### config.mk
export PLATFORM = sky130hd
export DESIGN_NAME = oc_pulse_gen
export DESIGN_NICKNAME = d
export VERILOG_FILES = /design/src/rtl/oc_pulse_gen.sv
export SDC_FILE = /design/constraint.sdc
export NUM_CORES = 1
export LEC_CHECK = 0
export ABC_CLOCK_PERIOD_IN_PS = 5600
export BUFFER_PORTS_ARGS = -buffer_cell sky130_fd_sc_hd__buf_4
export CORE_ASPECT_RATIO = 0.6
export CORE_UTILIZATION = 25
export CTS_CLUSTER_SIZE = 24
export DETAILED_ROUTE_END_ITERATION = 16
export GPL_ROUTABILITY_DRIVEN = 0
export GPL_TIMING_DRIVEN = 0
export HOLD_SLACK_MARGIN = 0.15
export PLACE_DENSITY = 0.5
export SETUP_SLACK_MARGIN = 0.5
export SYNTH_ARGS = -nofsm -noshare
export SYNTH_HDL_FRONTEND = slang
export SYNTH_SLANG_ARGS = --single-unit
export TNS_END_PERCENT = 5
### constraint.sdc
create_clock -name clk -period 5.6 [get_ports clk]
set_clock_uncertainty 0.2 [all_clocks]
set_input_delay 1.12 -clock clk [delete_from_list [all_inputs] [get_ports clk]]
set_output_delay 1.12 -clock clk [all_outputs]
set_load 0.03 [all_outputs]
### src/rtl/oc_pulse_gen.sv
module oc_pulse_gen #(
  parameter int TW    = 16,
  parameter int NTICK = 4,
  parameter int NSRC  = 4,
  parameter int SRCW  = 5,
  localparam int TSW  = (NTICK > 1) ? $clog2(NTICK) : 1
) (
  input  logic            clk,
  input  logic            rst_n,
  input  logic [NTICK-1:0] tick_i,
  input  logic [TSW-1:0]  tick_sel_i,
  input  logic [NSRC-1:0] evt_i,
  input  logic [SRCW-1:0] evt_sel_i,
  input  logic            trig_en_i,
  input  logic            trig_auto_clr_i,
  input  logic            sw_trig_set_i,
  input  logic            sw_trig_clr_i,
  input  logic            mode_wr_i,
  input  logic [2:0]      mode_i,
  input  logic [TW-1:0]   cmp_a_i,
  input  logic [TW-1:0]   cmp_b_i,
  input  logic [TW-1:0]   period_i,
  input  logic            invert_i,
  input  logic            fault_i,
  input  logic            fault_level_i,
  input  logic            fault_tri_en_i,
  input  logic            fault_clr_i,
  output logic            oc_o,
  output logic            oc_oe_o,
  output logic            irq_o,
  output logic [TW-1:0]   timer_o,
  output logic [2:0]      mode_o,
  output logic            trig_stat_o,
  output logic            fault_o
);

  localparam logic [1:0] M_OFF = 2'd0, M_TGL = 2'd1, M_ONE = 2'd2, M_RPT = 2'd3;

  logic [1:0]    mode_q;
  logic [TW-1:0] timer_q;
  logic          raw_q, irq_q, trig_q, fault_q;
  logic          tick_hit, evt_hit;

  always_comb begin
    tick_hit = 1'b0;
    for (int i = 0; i < NTICK; i++)
      if (tick_sel_i == TSW'(i)) tick_hit = tick_i[i];
    evt_hit = 1'b0;
    for (int i = 0; i < NSRC; i++)
      if (evt_sel_i == SRCW'(i + 1)) evt_hit = evt_i[i];
  end

  wire          active   = (mode_q != M_OFF);
  wire          running  = active && (!trig_en_i || trig_q);
  wire          step     = running && tick_hit;
  wire          wrap     = (timer_q == period_i);
  wire [TW-1:0] t_next   = wrap ? '0 : timer_q + TW'(1);
  wire          sync_clr = active && !trig_en_i && evt_hit;
  wire          adv      = step && !sync_clr;
  wire          hit_a    = adv && (t_next == cmp_a_i);
  wire          hit_b    = adv && (t_next == cmp_b_i);

  always_ff @(posedge clk) begin
    if (!rst_n)        timer_q <= '0;
    else if (!active)  timer_q <= '0;
    else if (sync_clr) timer_q <= '0;
    else if (step)     timer_q <= t_next;
  end

  always_ff @(posedge clk) begin
    if (!rst_n)                       mode_q <= M_OFF;
    else if (mode_wr_i && !mode_i[2]) mode_q <= mode_i[1:0];
    else if (mode_q == M_ONE && hit_b) mode_q <= M_OFF;
  end

  always_ff @(posedge clk) begin
    if (!rst_n) raw_q <= 1'b0;
    else begin
      case (mode_q)
        M_OFF: raw_q <= 1'b0;
        M_TGL: if (hit_a) raw_q <= ~raw_q;
        default: begin
          if (hit_b)      raw_q <= 1'b0;
          else if (hit_a) raw_q <= 1'b1;
        end
      endcase
    end
  end

  always_ff @(posedge clk) begin
    if (!rst_n) irq_q <= 1'b0;
    else        irq_q <= hit_a | ((mode_q != M_TGL) & hit_b);
  end

  always_ff @(posedge clk) begin
    if (!rst_n)                                    trig_q <= 1'b0;
    else if ((trig_en_i && evt_hit) || sw_trig_set_i) trig_q <= 1'b1;
    else if (sw_trig_clr_i || (trig_auto_clr_i && step && wrap)) trig_q <= 1'b0;
  end

  always_ff @(posedge clk) begin
    if (!rst_n)           fault_q <= 1'b0;
    else if (fault_i)     fault_q <= 1'b1;
    else if (fault_clr_i) fault_q <= 1'b0;
  end

  assign oc_o        = fault_q ? fault_level_i : (raw_q ^ invert_i);
  assign oc_oe_o     = !(fault_q && fault_tri_en_i);
  assign irq_o       = irq_q;
  assign timer_o     = timer_q;
  assign mode_o      = {1'b0, mode_q};
  assign trig_stat_o = trig_q;
  assign fault_o     = fault_q;

  p_timer_step_r2: assert property (@(posedge clk) disable iff (!rst_n)
    (adv && !wrap) |=> (timer_q == TW'($past(timer_q) + TW'(1))));
  p_off_low_r2: assert property (@(posedge clk) disable iff (!rst_n)
    (mode_q == M_OFF) |=> !raw_q);
  p_single_end_r5: assert property (@(posedge clk) disable iff (!rst_n)
    (mode_q == M_ONE && hit_b && !mode_wr_i) |=> (mode_q == M_OFF && !raw_q));
  p_trig_hold_r9: assert property (@(posedge clk) disable iff (!rst_n)
    (active && trig_en_i && !trig_q) |=> $stable(timer_q));
  p_fault_cause_r14: assert property (@(posedge clk) disable iff (!rst_n)
    $rose(fault_q) |-> $past(fault_i));
  p_fault_hold_r14: assert property (@(posedge clk) disable iff (!rst_n)
    (fault_q && !(fault_clr_i && !fault_i)) |=> fault_q);

endmodule

==> flow_metrics.env, run 1 <==
export IMPL_vias=3165
export IMPL_ys_warn_count=0
export IMPL_syn_area_um2=2650
export IMPL_worstPathArrival_ns=4.42
export IMPL_cap_viol_max_count=0
export IMPL_postRouteAntennaNets=0
export IMPL_final_min_clock_period_ns=4.46
export IMPL_rows=28
export IMPL_insertion_delay_ns=0.26
export IMPL_grt_use_met3_pct=2.78
export IMPL_async_flop_share_pct=0
export IMPL_antenna_found_initial=0
export IMPL_ys_seq_area_share_pct=16.6
export IMPL_antenna_cells=0
export IMPL_cts_tree="yes"
export IMPL_worstPathCellList="buf_4 -> xor2_1 -> nor4_1 -> and4_1 -> buf_4 -> buf_4 -> a21oi_1 -> o311ai_0 -> nand4_1 -> o31a_1 -> o221a_2"
export IMPL_crit_family="compound AO/OA/AOI/OAI gates"
export IMPL_syn_avg_cell_area_um2=7.34
export IMPL_vias_per_cell=5.28
export IMPL_pin_count=102
export IMPL_start_util_pct=26.3
export IMPL_whs_ns=0.388
export IMPL_rsz0062_at_grt="no"
export IMPL_synth_seq_cells=22
export IMPL_grt_start_max_net_pins=14
export IMPL_finalCritPeriodShare_pct=79.6
export IMPL_syn_nets=440
export IMPL_cts_htree_levels=1
export IMPL_fmax_ghz=0.224
export IMPL_worst_slew_pin_slew_ns=0.917
export IMPL_ctsHoldBuffers=0
export IMPL_grt_pass1_wl_um=15800
export IMPL_numCtsBuffers=3
export IMPL_p_per_area_nw_per_um2=130
export IMPL_setup_violations=0
export IMPL_hp_class="flip-flop to flip-flop"
export IMPL_start_kind="primary input"
export IMPL_use_met1_pct=28.7
export IMPL_wirelength_um=10200
export IMPL_post_drt_wl_per_cell_um=16.9
export IMPL_grt_busiest_layer="met1"
export IMPL_portBuffers=100
export IMPL_die_x_um=135
export IMPL_drt_pass1_iter_count=5
export IMPL_tns_ns=0
export IMPL_drtIter0Drc=192
export IMPL_clkSinkCount=22
export IMPL_drc=0
export IMPL_grt_pass1_vias=2894
export IMPL_crit_type="primary input to flip-flop"
export IMPL_path_common_cell="buf_4"
export IMPL_clk_pin_slew_ns=0.07
export IMPL_slowest_stage="o311ai_0"
export IMPL_path_buf_inv=3
export IMPL_die_area_um2=11000
export IMPL_cpPeakStageDelay_ns=0.77
export IMPL_layout_drive_gt1_share_pct=27.3
export IMPL_post_cts_buffers=0
export IMPL_cp_end_kind="flip-flop"
export IMPL_synth_edf_count=0
export IMPL_die_h_um=81.8
export IMPL_slew_viol_final=0
export IMPL_synthCells=361
export IMPL_crit_required_ns=5.56
export IMPL_dp_hpwl_um=8250
export IMPL_relSlewSlack_pct=38.8
export IMPL_overflow=0
export IMPL_track_usage_pct=18.6
export IMPL_worstPathMaxFanout=10
export IMPL_vdd_ir_drop_max_mv=0.136
export IMPL_area_growth_pct=38.7
export IMPL_layout_nets=545
export IMPL_cts_buffer_depth=2
export IMPL_synthDistinctLibCells=64
export IMPL_ys_flop_type="dfxtp_1"
export IMPL_utilization_pct=36.4
export IMPL_core_area_um2=10100
export IMPL_grt_use_met2_pct=27.7
export IMPL_hold_violations=0
export IMPL_p_leak_nw=1.49
export IMPL_status="complete, no violations"
export IMPL_cts_resized=0
export IMPL_root_buffer="clkbuf_16"
==> layout make-up <==
| class | count | area, um^2 |
|---|---|---|
| clock buffers | 3 | 75.1 |
| repair buffers | 100 | 751 |
| clock inverters | 1 | 30.0 |
| fillers | 1079 | 6410 |
| well taps | 135 | 169 |
| plain buffers | 25 | 130 |
| multi-input cells | 307 | 2050 |
| inverters | 7 | 26.3 |
| flip-flops and latches | 22 | 440 |
==> logic make-up (layout without fill, tap and decap cells) <==
kind of cell / after synthesis / in the layout / synth area share [%]
simple gates: 162 / 162 / 35.0
compound gates: 94 / 94 / 23.5
xor+xnor: 45 / 45 / 16.4
buf+inv: 32 / 136 / 5.90
flops: 22 / 22 / 16.6
mux: 4 / 4 / 1.98
fa+ha+maj: 1 / 1 / 0.472
other cells: 1 / 1 / 0.142
==> synthesized netlist by cell type, types with 5 or more instances <==
cell,count,share of area [%]
a21oi_1,26,4.9
buf_2,5,0.94
buf_4,6,1.7
clkbuf_1,12,1.7
dfxtp_1,22,17
inv_1,7,0.99
nand2_1,35,5.0
nand3_1,14,2.6
nand3b_1,8,2.3
nand4_1,8,1.9
nor2_1,29,4.1
nor2b_1,7,1.7
nor3_1,15,2.8
nor4_1,11,2.6
o21ai_0,23,4.3
xnor2_1,18,5.9
xor2_1,24,7.9
==> per-layer routing <==
metal  vias up  wire, um
met2       118      4210
met4         0        14
li1       1557         -
met5         -         0
met3         2       634
met1      1488      5300
==> worst paths after layout <==
| check | startpoint | endpoint | slack (ns) | depth (start not counted) |
|---|---|---|---|---|
| worst max-delay path | period_i[14] | raw_q | 1.14 | 11 |
| worst min-delay path | timer_o[10] | timer_o[10] | 0.39 | 2 |
| worst max register to register | timer_o[14] | raw_q | 1.57 | 11 |
| worst min register to register | timer_o[10] | timer_o[10] | 0.39 | 2 |
==> tightest hold or removal path: cells and delay by family (launching register included) <==
kind / cells / cell delay, ns
AO/OA/AOI/OAI: 1 / 0.06
AND/OR/NAND/NOR: 1 / 0.09
flip-flops: 1 / 0.39
==> flip-flops by register name (all words and copies together) (netlist names) <==
name,count
mode_q,2
timer_o,16
trig_stat_o,1
raw_q,1
irq_o,1
fault_o,1
==> power by group <==
group          total (mW)  internal, mW  switching [mW]
Combinational       0.109        0.0605          0.0487
Sequential          0.161         0.158         0.00250
Clock               0.207         0.142          0.0648
Total               0.477         0.361           0.116
==> per-stage QoR <==
stage | std cells | setup slack [ns] | instance area [um^2] | power (mW)
after floorplan | 361 | 2.02 | 2650 | 0.206
after global routing | 600 | 1.05 | 3670 | 0.502
after global placement | 596 | 1.08 | 3570 | 0.270
after CTS | 600 | 1.27 | 3670 | 0.481
final | 600 | 1.14 | 3670 | 0.477
after detailed placement | 596 | 1.00 | 3570 | 0.272
==> placed cells by master (no fill, tap or decap), drive strengths merged, types with 4 or more instances in the layout <==
cell    synthesis  routed
nand4b          4       4
buf            13     113
clkbuf         12      15
xnor2          18      18
o21a            4       4
inv             7       7
nand4           9       9
a21oi          26      26
nor4           14      14
nand3          15      15
nor3           15      15
or3             4       4
o211ai          4       4
o21ai          24      24
dfxtp          22      22
or4b            4       4
and3            4       4
nor2           29      29
nor2b           7       7
nand3b          8       8
nand2          35      35
xor2           24      24
No activity file was read; power rests on OpenSTA's default activity.
==> run 2, diff against run 1 <==
- ABC_CLOCK_PERIOD_IN_PS: 5600 -> 3880
- PLACE_DENSITY: 0.5 -> 0.52
- clock period: 5.6 -> 3.88 ns (I/O delays scaled with it)
==> flow_metrics.env, run 2 (same netlist as run 1, synthesis figures left out) <==
export IMPL_r2r_cells=10
export IMPL_whs_ns=0.408
export IMPL_final_min_clock_period_ns=3.29
export IMPL_insertion_delay_ns=0.27
export IMPL_grt_pass1_wl_um=15300
export IMPL_die_area_um2=11000
export IMPL_clk_pin_slew_ns=0.07
export IMPL_rsz0062_at_grt="no"
export IMPL_use_met1_pct=27.1
export IMPL_die_x_um=135
export IMPL_fmax_ghz=0.304
export IMPL_drt_pass1_iter_count=6
export IMPL_hold_violations=0
export IMPL_postRouteAntennaNets=0
export IMPL_pin_count=102
export IMPL_grt_start_max_net_pins=14
export IMPL_rows=28
export IMPL_p_seq_share_pct=33.3
export IMPL_worstPathCellList="buf_4 -> xor2_1 -> nor4_2 -> and4_1 -> buf_6 -> buf_8 -> o21ai_0 -> a221oi_2 -> o2111ai_2 -> o41a_1 -> o221a_2"
export IMPL_slowest_stage="o41a_1"
export IMPL_wirelength_um=10300
export IMPL_start_kind="primary input"
export IMPL_ctsHoldBuffers=0
export IMPL_layout_setup_ws_ns=0.587
export IMPL_cts_htree_levels=1
export IMPL_holdPathStages=2
export IMPL_worstPathArrival_ns=3.26
export IMPL_crit_required_ns=3.85
export IMPL_relSlewSlack_pct=37.8
export IMPL_p_clk_share_pct=43.5
export IMPL_p_per_area_nw_per_um2=178
export IMPL_cap_viol_max_count=0
export IMPL_crit_type="primary input to flip-flop"
export IMPL_slew_viol_final=0
export IMPL_pre_cts_ws_ns=-0.0563
export IMPL_post_drt_wl_per_cell_um=16.7
export IMPL_cts_buffer_depth=2
export IMPL_cts_tree="yes"
export IMPL_worst_slew_pin_slew_ns=0.933
export IMPL_vias_per_cell=5.36
export IMPL_cp_end_kind="flip-flop"
export IMPL_largest_register_ff_count=16
export IMPL_layout_nets=560
export IMPL_track_usage_pct=18.3
export IMPL_finalCritPeriodShare_pct=84.9
export IMPL_dp_hpwl_um=8070
export IMPL_vdd_ir_drop_max_mv=0.116
export IMPL_cpPeakStageDelay_ns=0.42
export IMPL_internal_power_uw=521
export IMPL_grt_busiest_layer="met1"
export IMPL_final_cell_mix="buf_4, nand2_1, nor2_1, a21oi_1, xor2_1"
export IMPL_core_area_um2=10100
export IMPL_grt_use_met2_pct=26.9
export IMPL_antenna_cells=0
export IMPL_layout_drive_gt1_share_pct=33.5
export IMPL_numCtsBuffers=3
export IMPL_switching_share_pct=24.7
export IMPL_die_h_um=81.8
export IMPL_setup_violations=0
export IMPL_p_sw_uw=171
export IMPL_drc=0
export IMPL_hp_class="flip-flop to flip-flop"
export IMPL_clkSinkCount=22
export IMPL_area_growth_pct=46.9
export IMPL_status="complete, no violations"
export IMPL_start_util_pct=26.3
export IMPL_vias=3297
export IMPL_drtIter0Drc=181
export IMPL_antenna_found_initial=0
export IMPL_grt_pass1_vias=2793
export IMPL_grt_use_met3_pct=3.83
export IMPL_overflow=0
export IMPL_p_leak_nw=1.60
export IMPL_final_common_cell="buf_4"
export IMPL_worstPathMaxFanout=10
export IMPL_root_buffer="clkbuf_16"
export IMPL_portBuffers=100
export IMPL_combPwrFrac_pct=23.2
run 2: cell types whose count changed in the layout (fill, tap and decap cells not counted), moves of 2 or more:
cell and change:
nor4_2 +3, dfxtp_1 -3, o311ai_2 +2, dfxtp_4 +2, xnor2_2 +3, clkbuf_1 -5
xnor2_1 -3, nor4_1 -3, buf_4 +13, buf_6 +2, o311ai_0 -2, clkbuf_2 +4
run 2: final timing paths:
path	from	endpoint	slack, ns
setup / recovery	period_i[9]	raw_q	0.59
hold / removal	timer_o[15]	timer_o[15]	0.41
setup reg to reg	timer_o[6]	raw_q	0.60
hold reg to reg	timer_o[15]	timer_o[15]	0.41
run 2: layer usage:
metal,vias to the layer above,share of wire (%)
met2,137,42
met1,1569,49
met5,-,0
met4,0,0.78
met3,6,8.6
li1,1585,-
run 2: critical path, delay by kind of cell:
kind	cells	cell delay [ns]
compound gates	5	1.31
xor+xnor	1	0.14
simple gates	2	0.61
buf+inv	3	0.42
run 2: metrics by stage:
| step | cells | cell area [um^2] | power, mW | setup TNS, ns | utilization (%) |
|---|---|---|---|---|---|
| floorplan | 361 | 2660 | 0.296 | 0 | - |
| global placement | 596 | 3580 | 0.389 | -0.0552 | 35.5 |
| detailed placement | 596 | 3580 | 0.391 | -0.0563 | 35.5 |
| CTS | 604 | 3750 | 0.696 | 0 | 37.2 |
| global route | 615 | 3890 | 0.723 | 0 | 38.6 |
| finish | 615 | 3890 | 0.692 | 0 | 38.6 |
run 2: cell type report:
| type | instances | area [um^2] |
|---|---|---|
| Fill cell | 1049 | 6200 |
| Clock buffer | 3 | 75.1 |
| Multi-Input combinational cell | 307 | 2130 |
| Inverter | 7 | 26.3 |
| Timing Repair Buffer | 115 | 863 |
| Clock inverter | 1 | 30.0 |
| Buffer | 25 | 154 |
| Sequential cell | 22 | 449 |
| Tap cell | 135 | 169 |
run 2: what timing repair did:
| item | 4_1_cts | 5_1_grt |
|---|---|---|
| endpoints found under the setup margin | 2 | 3 |
| pin swaps | 4 | 9 |
| gates resized for setup | 11 | 16 |
| buffers inserted | 4 | 11 |
run 2: power groups by stage:
stage | Clock, mW | Combinational, mW | Sequential (mW)
floorplan | 0 | 0.0567 | 0.239
global placement | 0 | 0.153 | 0.235
detailed placement | 0 | 0.156 | 0.235
CTS | 0.307 | 0.158 | 0.230
global route | 0.319 | 0.173 | 0.231
finish | 0.301 | 0.160 | 0.230
